File: src/rtl/mdio_pkg.sv
package mdio_pkg;
   localparam int FRAME_LEN = 64;
   localparam int PRE_LEN   = 32;
   localparam int WORD_W    = 16;
   localparam int ADR_W     = 5;

   typedef logic [2:0] band_code_t;

   // divide ratio of MDC for a band code; 0 marks an unsupported code
   function automatic logic [7:0] band_ratio(input band_code_t code);
      case (code)
         3'd0:    band_ratio = 8'd42;
         3'd1:    band_ratio = 8'd62;
         3'd2:    band_ratio = 8'd16;
         3'd3:    band_ratio = 8'd26;
         3'd4:    band_ratio = 8'd102;
         default: band_ratio = 8'd0;
      endcase
   endfunction

   function automatic logic band_ok(input band_code_t code);
      band_ok = (code <= 3'd4);
   endfunction
endpackage

File: src/rtl/mdio_mdc_gen.sv
module mdio_mdc_gen #(
   parameter int CNT_W    = 7,
   parameter int HOLD_DLY = 2
) (
   input  logic             clk,
   input  logic             rst_n,
   input  logic             run,
   input  logic [CNT_W-1:0] half_m1,
   output logic             mdc,
   output logic             launch,
   output logic             rise,
   output logic             fall
);
   localparam logic [CNT_W-1:0] LAUNCH_AT = CNT_W'(HOLD_DLY - 1);

   logic [CNT_W-1:0] cnt_q;
   logic             mdc_q;
   logic             wrap;

   assign wrap   = run && (cnt_q == half_m1);
   assign rise   = wrap && !mdc_q;
   assign fall   = wrap && mdc_q;
   assign launch = run && !mdc_q && (cnt_q == LAUNCH_AT);
   assign mdc    = mdc_q;

   always_ff @(posedge clk) begin
      if (!rst_n || !run) begin
         cnt_q <= '0;
         mdc_q <= 1'b0;
      end else if (wrap) begin
         cnt_q <= '0;
         mdc_q <= ~mdc_q;
      end else begin
         cnt_q <= cnt_q + 1'b1;
      end
   end

   // MDC only toggles after a full half period has been counted
   p_half_period_r6: assert property (@(posedge clk) disable iff (!rst_n)
      (run && $past(run) && (mdc_q != $past(mdc_q))) |-> ($past(cnt_q) == $past(half_m1)));
endmodule

File: src/rtl/mdio_frame_shifter.sv
module mdio_frame_shifter
   import mdio_pkg::*;
(
   input  logic                 clk,
   input  logic                 rst_n,
   input  logic                 load,
   input  logic [FRAME_LEN-1:0] frame_in,
   input  logic                 is_read,
   input  logic                 launch,
   input  logic                 rise,
   input  logic                 fall,
   input  logic                 din,
   output logic                 mdio_o,
   output logic                 mdio_oe,
   output logic                 done,
   output logic [WORD_W-1:0]    rx_word
);
   localparam int IDX_W = $clog2(FRAME_LEN);
   localparam logic [IDX_W-1:0] TA_IDX   = IDX_W'(FRAME_LEN - WORD_W - 2);
   localparam logic [IDX_W-1:0] DATA_IDX = IDX_W'(FRAME_LEN - WORD_W);
   localparam logic [IDX_W-1:0] LAST_IDX = IDX_W'(FRAME_LEN - 1);

   logic [FRAME_LEN-1:0] sh_q;
   logic [IDX_W-1:0]     idx_q;
   logic                 rd_q;
   logic                 o_q, oe_q;
   logic [WORD_W-1:0]    rx_q;

   assign done    = fall && (idx_q == LAST_IDX);
   assign mdio_o  = o_q;
   assign mdio_oe = oe_q;
   assign rx_word = rx_q;

   always_ff @(posedge clk) begin
      if (!rst_n) begin
         sh_q  <= '0;
         idx_q <= '0;
         rd_q  <= 1'b0;
         o_q   <= 1'b0;
         oe_q  <= 1'b0;
         rx_q  <= '0;
      end else if (load) begin
         sh_q  <= frame_in;
         idx_q <= '0;
         rd_q  <= is_read;
         oe_q  <= 1'b0;
      end else begin
         if (launch) begin
            o_q  <= sh_q[FRAME_LEN-1];
            oe_q <= !(rd_q && (idx_q >= TA_IDX));
         end
         if (rise && rd_q && (idx_q >= DATA_IDX))
            rx_q <= {rx_q[WORD_W-2:0], din};
         if (fall) begin
            if (idx_q == LAST_IDX) begin
               oe_q <= 1'b0;
            end else begin
               idx_q <= idx_q + 1'b1;
               sh_q  <= {sh_q[FRAME_LEN-2:0], 1'b0};
            end
         end
      end
   end

   // the PHY owns the line during the data part of a read
   p_read_released_r5: assert property (@(posedge clk) disable iff (!rst_n)
      (rd_q && (idx_q > TA_IDX)) |-> !oe_q);
endmodule

File: src/rtl/mdio_c22_master.sv
module mdio_c22_master
   import mdio_pkg::*;
#(
   parameter int HOLD_DLY    = 2,
   parameter int SYNC_STAGES = 2,
   parameter int CNT_W       = 7
) (
   input  logic              clk,
   input  logic              rst_n,
   input  logic              reg_wr,
   input  logic              reg_addr,
   input  logic [WORD_W-1:0] reg_wdata,
   output logic [WORD_W-1:0] reg_rdata,
   output logic              mdc,
   output logic              mdio_o,
   output logic              mdio_oe,
   input  logic              mdio_i
);
   // smallest half period is 8 clocks (ratio 16)
   localparam int MIN_HALF = 8;

   if (HOLD_DLY < 1 || HOLD_DLY >= MIN_HALF) begin : g_bad_hold
      $error("HOLD_DLY must lie in 1..7");
   end
   if (SYNC_STAGES >= MIN_HALF - 1) begin : g_bad_sync
      $error("SYNC_STAGES too deep for the fastest MDC");
   end
   if (CNT_W < 6) begin : g_bad_cnt
      $error("CNT_W must hold a half period of 51");
   end

   logic              busy_q;
   logic [1:0]        op_q;
   band_code_t        band_q;
   logic [ADR_W-1:0]  ra_q, pa_q;
   logic [WORD_W-1:0] data_q;

   logic              din, launch, rise, fall, done;
   logic [WORD_W-1:0] rx_word;
   logic [7:0]        ratio;
   logic [CNT_W-1:0]  half_m1;
   logic              cmd_wr, start, wr_is_read;
   logic [FRAME_LEN-1:0] frame;

   // input synchronizer, depth chosen by parameter
   if (SYNC_STAGES == 0) begin : g_nosync
      assign din = mdio_i;
   end else begin : g_sync
      logic [SYNC_STAGES-1:0] sync_q;
      always_ff @(posedge clk) begin
         if (!rst_n) begin
            sync_q <= '0;
         end else begin
            sync_q[0] <= mdio_i;
            for (int i = 1; i < SYNC_STAGES; i++) sync_q[i] <= sync_q[i-1];
         end
      end
      assign din = sync_q[SYNC_STAGES-1];
   end

   assign ratio      = band_ratio(band_q);
   assign half_m1    = CNT_W'(ratio[7:1]) - 1'b1;
   assign cmd_wr     = reg_wr && !reg_addr && !busy_q;
   assign wr_is_read = reg_wdata[2];
   assign start      = cmd_wr && reg_wdata[0] && reg_wdata[1] && band_ok(reg_wdata[5:3]);

   assign frame = {{PRE_LEN{1'b1}}, 2'b01,
                   wr_is_read ? 2'b10 : 2'b01,
                   reg_wdata[15:11], reg_wdata[10:6],
                   wr_is_read ? 2'b11 : 2'b10,
                   wr_is_read ? {WORD_W{1'b0}} : data_q};

   always_ff @(posedge clk) begin
      if (!rst_n) begin
         busy_q <= 1'b0;
         op_q   <= '0;
         band_q <= '0;
         ra_q   <= '0;
         pa_q   <= '0;
         data_q <= '0;
      end else if (done) begin
         busy_q <= 1'b0;
         if (op_q[1]) data_q <= rx_word;
      end else if (cmd_wr) begin
         busy_q <= start;
         op_q   <= reg_wdata[2:1];
         band_q <= reg_wdata[5:3];
         ra_q   <= reg_wdata[10:6];
         pa_q   <= reg_wdata[15:11];
      end else if (reg_wr && reg_addr && !busy_q) begin
         data_q <= reg_wdata;
      end
   end

   assign reg_rdata = reg_addr ? data_q : {pa_q, ra_q, band_q, op_q, busy_q};

   mdio_mdc_gen #(.CNT_W(CNT_W), .HOLD_DLY(HOLD_DLY)) u_mdc (
      .clk     (clk),
      .rst_n   (rst_n),
      .run     (busy_q),
      .half_m1 (half_m1),
      .mdc     (mdc),
      .launch  (launch),
      .rise    (rise),
      .fall    (fall)
   );

   mdio_frame_shifter u_shift (
      .clk      (clk),
      .rst_n    (rst_n),
      .load     (start),
      .frame_in (frame),
      .is_read  (wr_is_read),
      .launch   (launch),
      .rise     (rise),
      .fall     (fall),
      .din      (din),
      .mdio_o   (mdio_o),
      .mdio_oe  (mdio_oe),
      .done     (done),
      .rx_word  (rx_word)
   );

   // idle bus is quiet
   p_idle_quiet_r9: assert property (@(posedge clk) disable iff (!rst_n)
      !busy_q |-> (!mdc && !mdio_oe));
   // line value held through the MDC high phase
   p_hold_high_r7: assert property (@(posedge clk) disable iff (!rst_n)
      (busy_q && mdc && $past(mdc)) |-> ($stable(mdio_o) && $stable(mdio_oe)));
   // stored words frozen while a frame runs
   p_frozen_r8: assert property (@(posedge clk) disable iff (!rst_n)
      (busy_q && $past(busy_q)) |-> ($stable(data_q) && $stable(pa_q) && $stable(ra_q)));
   // a frame only starts from a valid command
   p_valid_start_r3: assert property (@(posedge clk) disable iff (!rst_n)
      $rose(busy_q) |-> ($past(reg_wdata[1]) && band_ok($past(reg_wdata[5:3]))));
endmodule

File: config.mk
export PLATFORM = sky130hd
export DESIGN_NAME = mdio_c22_master
export DESIGN_NICKNAME = d
export VERILOG_FILES = /design/src/rtl/mdio_pkg.sv /design/src/rtl/mdio_mdc_gen.sv /design/src/rtl/mdio_frame_shifter.sv /design/src/rtl/mdio_c22_master.sv
export SDC_FILE = /design/constraint.sdc
export NUM_CORES = 1
export LEC_CHECK = 0
export ABC_AREA = 0
export BUFFER_PORTS_ARGS = -buffer_cell sky130_fd_sc_hd__buf_2
export CAP_MARGIN = 25
export CORE_MARGIN = 2
export CORE_UTILIZATION = 55
export DETAILED_ROUTE_END_ITERATION = 12
export GPL_TIMING_DRIVEN = 0
export HOLD_SLACK_MARGIN = 0.05
export PLACE_DENSITY_LB_ADDON = 0.1
export SYNTH_ARGS = -nofsm -noshare
export SYNTH_HDL_FRONTEND = slang
export SYNTH_SLANG_ARGS = --single-unit
export TNS_END_PERCENT = 50
File: constraint.sdc
create_clock -name clk -period 4.19 [get_ports clk]
set_clock_uncertainty 0.15 [all_clocks]
set_input_delay 0.419 -clock clk [delete_from_list [all_inputs] [get_ports clk]]
set_output_delay 0.419 -clock clk [all_outputs]
set_load 0.1 [all_outputs]
==> flow_summary_export.csv <==
group,metric,value,unit
placement,dp_hpwl,10000,um
placement,port_buffers,37,
run_status,outcome,"complete, no violations",
clock_tree,cts_tree,"built",
synth,synth.ff_latch_count,131,
clock_tree,cts_made_buffers,17,
timing,worst-slew-pin-transition,0.638,ns
worst_setup_path,start_kind,"flip-flop",
synth,async_flop_share,0,%
clock_tree,cts_sinks,131,
timing,fmax,348,MHz
die,die_w,105,um
clock_tree,ctsResizeCount,0,
synth,seq_area_frac_synth,47.1,%
worst_setup_path,crit_fanout,10,
detailed_routing,wl_per_cell,17.7,um
die,ios,40,
die,fp-row-count,36,
clock_tree,cts_max_level,4,
worst_setup_path,arrival,3.16,ns
synth,syn_area,0.00557,mm^2
layout,area_growth,20.1,%
die,core-area,0.00982,mm^2
die,die_area,0.0109,mm^2
timing,drv_slew,0,
synth,synth_compound_area_share,21.1,%
global_route,grt_max_degree,17,
timing,setup_tns,0,ns
worst_setup_path,r2r_cells,7,
placement,routabilityCongestion,0.818,
detailed_routing,drt_iter0_markers,336,
global_route,grt_pass1_vias,4763,
hold_path,worstHoldPathCells,3,
placement,dpl-instance-area,0.00592,mm^2
clock_tree,clk_latency,0.52,ns
clock_tree,cts-root-buf,"clkbuf_8",
synth,yosys_warnings,0,
worst_setup_path,crit_buf_inv,2,
detailed_routing,viasPerCell,5.97,
worst_setup_path,path_delay_family,"simple AND/OR/NAND/NOR gates",
detailed_routing,vias,4859,
synth,syn-num-nets,624,
layout,mostFrequentLayoutCells,"131 x dfxtp_1, 61 x nand2_1, 51 x buf_2",
power,power,3120,uW
synth,synth_xor_area_share,1.42,%
timing,hold_violations,0,
layout,fill_cells,845,
clock_tree,hold_buffers,13,
worst_setup_path,endpoint_kind,"flip-flop",
synth,synth_area_per_cell,9.29,um^2
synth,ys.flop_type,"dfxtp_1",
synth,yosys.area_share.adder,0.899,%
worst_setup_path,path_cells,"buf_2, nor3b_2, nand4_1, nor2_1, clkbuf_1, a221oi_1, nor3_1",
synth,synth_area_leaders,"dfxtp_1 47%, nand2_1 4.1%, a211oi_1 4.0%",
layout,post-route-cell-area,0.00668,mm^2
layout,drive_gt1_share,19.1,%
power,ir_drop,241,uV
synth,synth_top_area_share,47.1,%
timing,period_needed,2.87,ns
worst_setup_path,required,4.48,ns
power,p_leak,0.00246,uW
synth,yosys.area_share.simple,17.4,%
die,fp.dieH,105,um
layout,layout_commonest_cell,"dfxtp_1",
layout,num-nets-final,693,
synth,synthDistinctLibCells,52,
worst_setup_path,critical_path_class,"reg2reg",
die,start_util,56.7,%
timing,rsz0062_at_grt,"false",
detailed_routing,drt_first_pass_iters,5,
global_route,antenna_found_initial,0,
worst_setup_path,slowest_stage,"nor3b_2",
synth,syn_inst,599,
global_route,grt.total_usage,26.9,%
timing,slew_headroom,57.3,%
worst_setup_path,path_depth,7,
detailed_routing,ant_nets,0,
run,drv_cap,0,
timing,setup_viol,0,
power,power_density,466,mW/mm^2
synth,synth_mux_area_share,6.29,%
hold_path,hp-class,"in2reg",
worst_setup_path,slowest_delay,0.57,ns
detailed_routing,drc,0,
detailed_routing,drt-total-wl,14400,um
clock_tree,clockBufferDepth,2,
synth,synth_top_family_by_area,"compound AO/OA/AOI/OAI gates",
global_route,grt_overflow_total,0,
clock_tree,cts.clk_slew.worst_paths,0.06,ns
global_route,grt_pass1_wl,23600,um
layout,num_antenna_cells,0,
synth,synth-edff-count,0,
timing,finalCritPeriodShare,68.6,%
synth,synth_largest_area_cell,"dfxtp_1",
clock_tree,post_cts_buffers,0,
==> metal layers <==
layer / up-vias / track usage (%) / wire (um)
met4: 0 / 12.0 / 288
li1: 2337 / - / -
met5: - / 0 / 0
met2: 143 / 44.4 / 7060
met3: 22 / 5.30 / 637
met1: 2357 / 34.2 / 6420
==> stage by stage <==
step	instances	hold WS, ns	utilization, %	setup slack, ns
2_1_floorplan	599	0.262	-	1.87
3_3_place_gp	769	0.272	60.3	1.26
3_5_place_dp	769	0.291	60.3	1.16
4_1_cts	814	0.0506	68.0	1.39
5_1_grt	814	0.0777	68.0	1.16
6_report	814	0.0719	68.0	1.32
==> power breakdown <==
group | switching (uW) | internal (uW)
registers | 22.3 | 1280
logic | 173 | 75.1
clock network | 551 | 1020
total | 746 | 2370
==> worst reg2reg max path, stage by stage, from the launching register on <==
cell and delay, ns:
dfxtp_1 0.31, buf_2 0.18, nor3b_2 0.57, nand4_1 0.26, nor2_1 0.52, clkbuf_1 0.43
a221oi_1 0.16, nor3_1 0.21
==> registers in the layout, summed over array words and instances, names as in the netlist <==
name and count:
u_shift.sh_q 64, data_q 16, u_shift.rx_word 16, u_mdc.cnt_q 7, u_shift.idx_q 6, pa_q 5
ra_q 5, band_q 3, g_sync.sync_q 2, op_q 2, busy_q 1, u_mdc.mdc 1
u_shift.mdio_o 1, u_shift.mdio_oe 1, u_shift.rd_q 1
==> worst paths after layout <==
check | startpoint | endpoint | slack, ns
worst max-delay path | busy_q$_SDFFE_PP0P_ | u_shift.sh_q[11]$_SDFFE_PN0P_ | 1.32
worst max register to register | busy_q$_SDFFE_PP0P_ | u_shift.sh_q[11]$_SDFFE_PN0P_ | 1.32
worst min-delay path | reg_wdata[12] | pa_q[1]$_SDFFE_PN0P_ | 0.07
worst min register to register | ra_q[3]$_SDFFE_PN0P_ | ra_q[3]$_SDFFE_PN0P_ | 0.30
==> synthesized netlist by cell type (5+ instances only) <==
cell type	number
nor3_1	39
o21ai_0	8
a22oi_1	10
o221a_2	16
inv_1	20
nand2_1	61
mux2i_1	17
nand3_1	21
xnor2_1	6
o21a_1	16
nor2_1	35
or3_1	5
a311oi_1	16
a221oi_1	14
mux2_2	16
clkbuf_1	35
buf_2	14
dfxtp_1	131
a211oi_1	30
a21oi_1	37
==> cells by family after synthesis <==
kind of cell    Yosys count
simple gates            194
compound gates          155
flops                   131
buf+inv                  73
mux                      33
xor+xnor                  9
fa+ha+maj                 4
==> layout make-up <==
type                    instances  area (um^2)  area share [%]
multi-input cells             395         2620            39.3
flip-flops and latches        131         2620            39.3
clock buffers                  21          459            6.87
repair buffers                 50          315            4.72
plain buffers                  52          240            3.60
clock inverters                11          175            2.62
well taps                     133          166            2.49
inverters                      21         78.8            1.18
Note: power is estimated with default switching activity, not from simulation.
